--- src/rtl/chctl_pkg.sv ---
package chctl_pkg;
  localparam int WORD_W    = 64;
  localparam int MAX_CH    = 8;
  localparam int EN_POS    = 0;
  localparam int EN_WE_POS = 8;
  localparam int SU_POS    = 16;
  localparam int SU_WE_POS = 24;
  localparam int AB_POS    = 32;
  localparam int AB_WE_POS = 40;

  typedef enum logic [1:0] {
    ST_IDLE   = 2'd0,
    ST_SUSP   = 2'd1,
    ST_ACTIVE = 2'd2
  } chan_state_e;

  typedef struct packed {
    logic en_d;
    logic en_we;
    logic su_d;
    logic su_we;
    logic ab_d;
    logic ab_we;
  } ctl_req_t;
endpackage

--- src/rtl/chctl_field_split.sv ---
module chctl_field_split
  import chctl_pkg::*;
#(
  parameter int N_CH = 8
) (
  input  logic [WORD_W-1:0]   wdata,
  output ctl_req_t [N_CH-1:0] req
);
  for (genvar n = 0; n < N_CH; n++) begin : g_split
    assign req[n].en_d  = wdata[EN_POS + n];
    assign req[n].en_we = wdata[EN_WE_POS + n];
    assign req[n].su_d  = wdata[SU_POS + n];
    assign req[n].su_we = wdata[SU_WE_POS + n];
    assign req[n].ab_d  = wdata[AB_POS + n];
    assign req[n].ab_we = wdata[AB_WE_POS + n];
  end
endmodule

--- src/rtl/chctl_slice.sv ---
module chctl_slice
  import chctl_pkg::*;
(
  input  logic     clk,
  input  logic     rst,
  input  logic     wr_i,
  input  ctl_req_t req_i,
  input  logic     done_i,
  input  logic     abdone_i,
  input  logic     sack_i,
  output logic     en_q,
  output logic     su_q,
  output logic     ab_q
);
  logic fin_q;
  logic pend_q;
  logic drain;
  logic ab_set;
  logic su_set;

  // drain completes a pending disable; abort may not be set in that cycle
  assign drain  = pend_q & sack_i;
  assign ab_set = req_i.ab_we & req_i.ab_d & en_q & ~drain;
  assign su_set = req_i.su_we & req_i.su_d;

  always_ff @(posedge clk) begin
    if (rst) begin
      fin_q  <= 1'b0;
      pend_q <= 1'b0;
      en_q   <= 1'b0;
      su_q   <= 1'b0;
      ab_q   <= 1'b0;
    end else begin
      fin_q <= done_i | abdone_i;
      if (fin_q) begin
        en_q   <= 1'b0;
        su_q   <= 1'b0;
        ab_q   <= 1'b0;
        pend_q <= 1'b0;
      end else begin
        if (drain) begin
          en_q   <= 1'b0;
          ab_q   <= 1'b0;
          pend_q <= 1'b0;
        end
        if (wr_i) begin
          if (ab_set) begin
            ab_q <= 1'b1;
          end else if (su_set) begin
            su_q <= 1'b1;
          end else begin
            if (req_i.su_we) su_q <= 1'b0;
            if (req_i.ab_we && !req_i.ab_d) ab_q <= 1'b0;
            if (req_i.en_we) begin
              if (req_i.en_d) begin
                en_q   <= 1'b1;
                pend_q <= 1'b0;
              end else if (en_q) begin
                pend_q <= 1'b1;
              end
            end
          end
        end
      end
    end
  end
endmodule

--- src/rtl/chctl_readback.sv ---
module chctl_readback
  import chctl_pkg::*;
#(
  parameter int N_CH = 8
) (
  input  logic              clk,
  input  logic              rst,
  input  logic              rd_i,
  input  logic [N_CH-1:0]   en_i,
  input  logic [N_CH-1:0]   su_i,
  input  logic [N_CH-1:0]   ab_i,
  output logic [WORD_W-1:0] rdata_o
);
  logic [WORD_W-1:0] word;

  always_comb begin
    word = '0;
    for (int n = 0; n < N_CH; n++) begin
      word[EN_POS + n] = en_i[n];
      word[SU_POS + n] = su_i[n];
      word[AB_POS + n] = ab_i[n];
    end
  end

  always_ff @(posedge clk) begin
    if (rst)       rdata_o <= '0;
    else if (rd_i) rdata_o <= word;
  end
endmodule

--- src/rtl/chan_ctl_reg.sv ---
module chan_ctl_reg
  import chctl_pkg::*;
#(
  parameter int N_CH = 8
) (
  input  logic                clk,
  input  logic                rst,
  input  logic                bus_wr,
  input  logic [63:0]         bus_wdata,
  input  logic                bus_rd,
  output logic [63:0]         bus_rdata,
  input  logic [N_CH-1:0]     eng_done,
  input  logic [N_CH-1:0]     eng_abort_done,
  input  logic [N_CH-1:0]     eng_susp_ack,
  output logic [N_CH-1:0]     ch_en_o,
  output logic [N_CH-1:0]     ch_susp_o,
  output logic [N_CH-1:0]     ch_abort_o,
  output logic [2*N_CH-1:0]   ch_state_o
);
  ctl_req_t [N_CH-1:0] req;

  chctl_field_split #(.N_CH(N_CH)) u_split (
    .wdata (bus_wdata),
    .req   (req)
  );

  for (genvar n = 0; n < N_CH; n++) begin : g_ch
    chan_state_e st;

    chctl_slice u_slice (
      .clk      (clk),
      .rst      (rst),
      .wr_i     (bus_wr),
      .req_i    (req[n]),
      .done_i   (eng_done[n]),
      .abdone_i (eng_abort_done[n]),
      .sack_i   (eng_susp_ack[n]),
      .en_q     (ch_en_o[n]),
      .su_q     (ch_susp_o[n]),
      .ab_q     (ch_abort_o[n])
    );

    always_comb begin
      if (ch_en_o[n])        st = ST_ACTIVE;
      else if (ch_susp_o[n]) st = ST_SUSP;
      else                   st = ST_IDLE;
    end
    assign ch_state_o[2*n +: 2] = st;
  end

  chctl_readback #(.N_CH(N_CH)) u_rb (
    .clk     (clk),
    .rst     (rst),
    .rd_i    (bus_rd),
    .en_i    (ch_en_o),
    .su_i    (ch_susp_o),
    .ab_i    (ch_abort_o),
    .rdata_o (bus_rdata)
  );
endmodule

--- config.mk ---
export PLATFORM = sky130hd
export DESIGN_NAME = chan_ctl_reg
export DESIGN_NICKNAME = d
export VERILOG_FILES = /design/src/rtl/chctl_pkg.sv /design/src/rtl/chctl_field_split.sv /design/src/rtl/chctl_slice.sv /design/src/rtl/chctl_readback.sv /design/src/rtl/chan_ctl_reg.sv
export SDC_FILE = /design/constraint.sdc
export NUM_CORES = 1
export LEC_CHECK = 0
export ABC_AREA = 1
export CORE_MARGIN = 2
export CORE_UTILIZATION = 38
export DETAILED_ROUTE_END_ITERATION = 8
export PLACE_DENSITY = 0.91
export SYNTH_ARGS = -nofsm -noshare
export SYNTH_HDL_FRONTEND = slang
export SYNTH_SLANG_ARGS = --single-unit
--- constraint.sdc ---
create_clock -name clk -period 2.55 [get_ports clk]
set_input_delay 0.255 -clock clk [delete_from_list [all_inputs] [get_ports clk]]
set_output_delay 0.255 -clock clk [all_outputs]
set_load 0.01 [all_outputs]
==> reports/metrics.yaml <==
status: "finished, final reports clean"
slew_violations: 0
grt_overflow_total: 0
fmax_mhz: 605
grt_pass1_wl_mm: 14.5
cp_num_cells: 3
post-place-ws_ps: 703
slew_headroom: 0.549
crit_path_end_kind: "output pin"
fin_nets: 702
hold_viol: 0
drtIter0Drc: 125
cts_htree_levels: 3
die_h_um: 98.4
finalWeightedCongestion: 0.883
drc_errors: 0
tightest_slew_ps: 676
power_density_nw_per_um2: 490
crit_fanout: 3
reg2reg_depth: 6
drv_cap: 0
total_power_mw: 2.28
power_frac_seq: 0.465
postCtsSetupBuffers: 0
final_core_util: 0.536
arrival_ps: 1400
critical_path.top_delay_family: "buffers and inverters"
worst-path-buf-inv: 2
vias_per_cell: 4.69
drive_above_1_share: 0.0276
setup_tns_ps: 0
finalClockSkew_ps: 7.83
syn_area_um2: 3380
dr.pass1.iters: 5
sw_frac_of_total: 0.256
cts.clk_slew.worst_paths_ps: 70
rsz0062_at_grt: "no"
slowest_stage: "clkdlybuf4s50_1"
ir_drop_mv: 0.264
setup_ws_ps: 897
clkPwrFrac: 0.355
p_int_mw: 1.70
avgSynthCellArea_um2: 6.74
cpPeakStageDelay_ps: 560
hold_path_class: "reg2reg"
die_area_um2: 9680
cts_hold_buf: 0
critPathKind: "reg2out"
period_minus_slack_ps: 1650
antennaDiodeCount: 0
cts_tree: "done"
cts_buffers: 9
grt_pass1_vias: 3262
clockRootBuffer: "clkbuf_8"
ys_types: 18
synthArstFlopShare: 0
fin_crit_sh: 0.648
synth_seq_cells: 64
wl_per_cell_um: 12.6
setup_violations: 0
grt_start_max_net_pins: 35
grt_use_total: 0.184
dpl.hpwl_mm: 6.97
synth_warnings: 0
cts.sinks: 64
comb_power_share: 0.180
cts_max_path_buffers: 2
coreArea_um2: 8680
synth_edf_count: 0
ys.flop_type: "dfxtp_1"
num_rows: 34
ys_seq_area_frac: 0.379
antenna_found_initial: 0
synthCells: 502
port_buffers: 139
p_leak_nw: 1.95
p_sw_uw: 585
wirelength_mm: 9.14
whs_path_depth: 1
start_util: 0.390
drtAntennaViolNets: 0
crit_path_start_kind: "flip-flop"
vias: 3388
worst_ep_required_time_ps: 2300
die_x_um: 98.4
crit_chain: "inv_1 -> nor2_1 -> clkdlybuf4s50_1"
ios: 196
cts_resized: 0
areaGrowthSynthToFinish_pct: 37.5
clk_latency_ps: 330
## layer usage
metal | track usage | routed length (um)
met1 | 0.201 | 3570
met2 | 0.341 | 4590
met3 | 0.0494 | 768
met4 | 0.0643 | 211
met5 | 0 | 0
## cells by family after synthesis
group / share of synthesized area
AO/OA/AOI/OAI: 0.0969
flip-flops: 0.379
AND/OR/NAND/NOR: 0.287
other: 0.00111
buffers and inverters: 0.237
## stage by stage
stage | hold WS, ps | instance area (um2) | instances
6_report | 423 | 4650 | 723
5_1_grt | 461 | 4650 | 723
4_1_cts | 419 | 4650 | 723
3_5_place_dp | 409 | 4470 | 707
3_3_place_gp | 406 | 4470 | 707
2_1_floorplan | 371 | 3530 | 541
## state kept, by name (all words and copies together) (netlist names)
name                 cells
g_ch.u_slice.en_q        8
g_ch.u_slice.ab_q        8
g_ch.u_slice.pend_q      8
u_rb.rdata_o            24
g_ch.u_slice.su_q        8
g_ch.u_slice.fin_q       8
## Yosys cell counts, drive strengths merged, types with 2 or more instances
master / n / area share
nand4: 13 / 0.024
dfxtp: 64 / 0.38
clkbuf: 3 / 0.0041
nand3: 26 / 0.038
o21ai: 31 / 0.046
buf: 82 / 0.18
nand2: 95 / 0.11
nor3: 2 / 0.0030
a21oi: 33 / 0.049
nand3b: 3 / 0.0067
nor2: 97 / 0.11
inv: 50 / 0.055
## path summary, 6_finish.rpt
| path | startpoint | slack (ps) | end |
|---|---|---|---|
| worst max-delay path | g_ch[6].u_slice.su_q | 900 | ch_state_o[12] |
| worst min-delay path | g_ch[1].u_slice.fin_q | 420 | g_ch[1].u_slice.en_q |
| worst max register to register | g_ch[5].u_slice.en_q | 1380 | g_ch[5].u_slice.pend_q |
| worst min register to register | g_ch[1].u_slice.fin_q | 420 | g_ch[1].u_slice.en_q |
## layout by cell type (no fill, tap or decap)
cell type	netlist	layout
nor2_1	97	97
inv_1	50	50
a21boi_0	1	1
clkbuf_1	1	3
nand2b_1	1	1
nand3_1	26	26
clkdlybuf4s50_1	0	139
conb_1	1	40
clkbuf_8	0	9
buf_4	73	4
nand3b_1	3	3
nand2_1	95	95
dfxtp_1	64	64
o21ai_0	31	31
a21oi_1	33	33
bufinv_16	0	1
clkinv_2	0	3
nand4_1	13	13
nor3_1	2	2
## power groups by stage
stage | clock, mW | combinational (mW) | sequential (mW)
4_1_cts | 0.832 | 0.410 | 1.06
3_3_place_gp | 0 | 0.398 | 1.08
3_5_place_dp | 0 | 0.408 | 1.08
5_1_grt | 0.881 | 0.449 | 1.07
2_1_floorplan | 0 | 0.226 | 1.09
6_report | 0.811 | 0.411 | 1.06
## cell type report
cell class,count,area (um2)
multi-input combinational,342,1450
fill,857,4020
clock buffer,12,135
inverter,50,188
tap,108,135
clock inverter,4,45.0
timing repair buffer,143,1420
sequential,64,1280
Power figures use the tool's default switching activity.
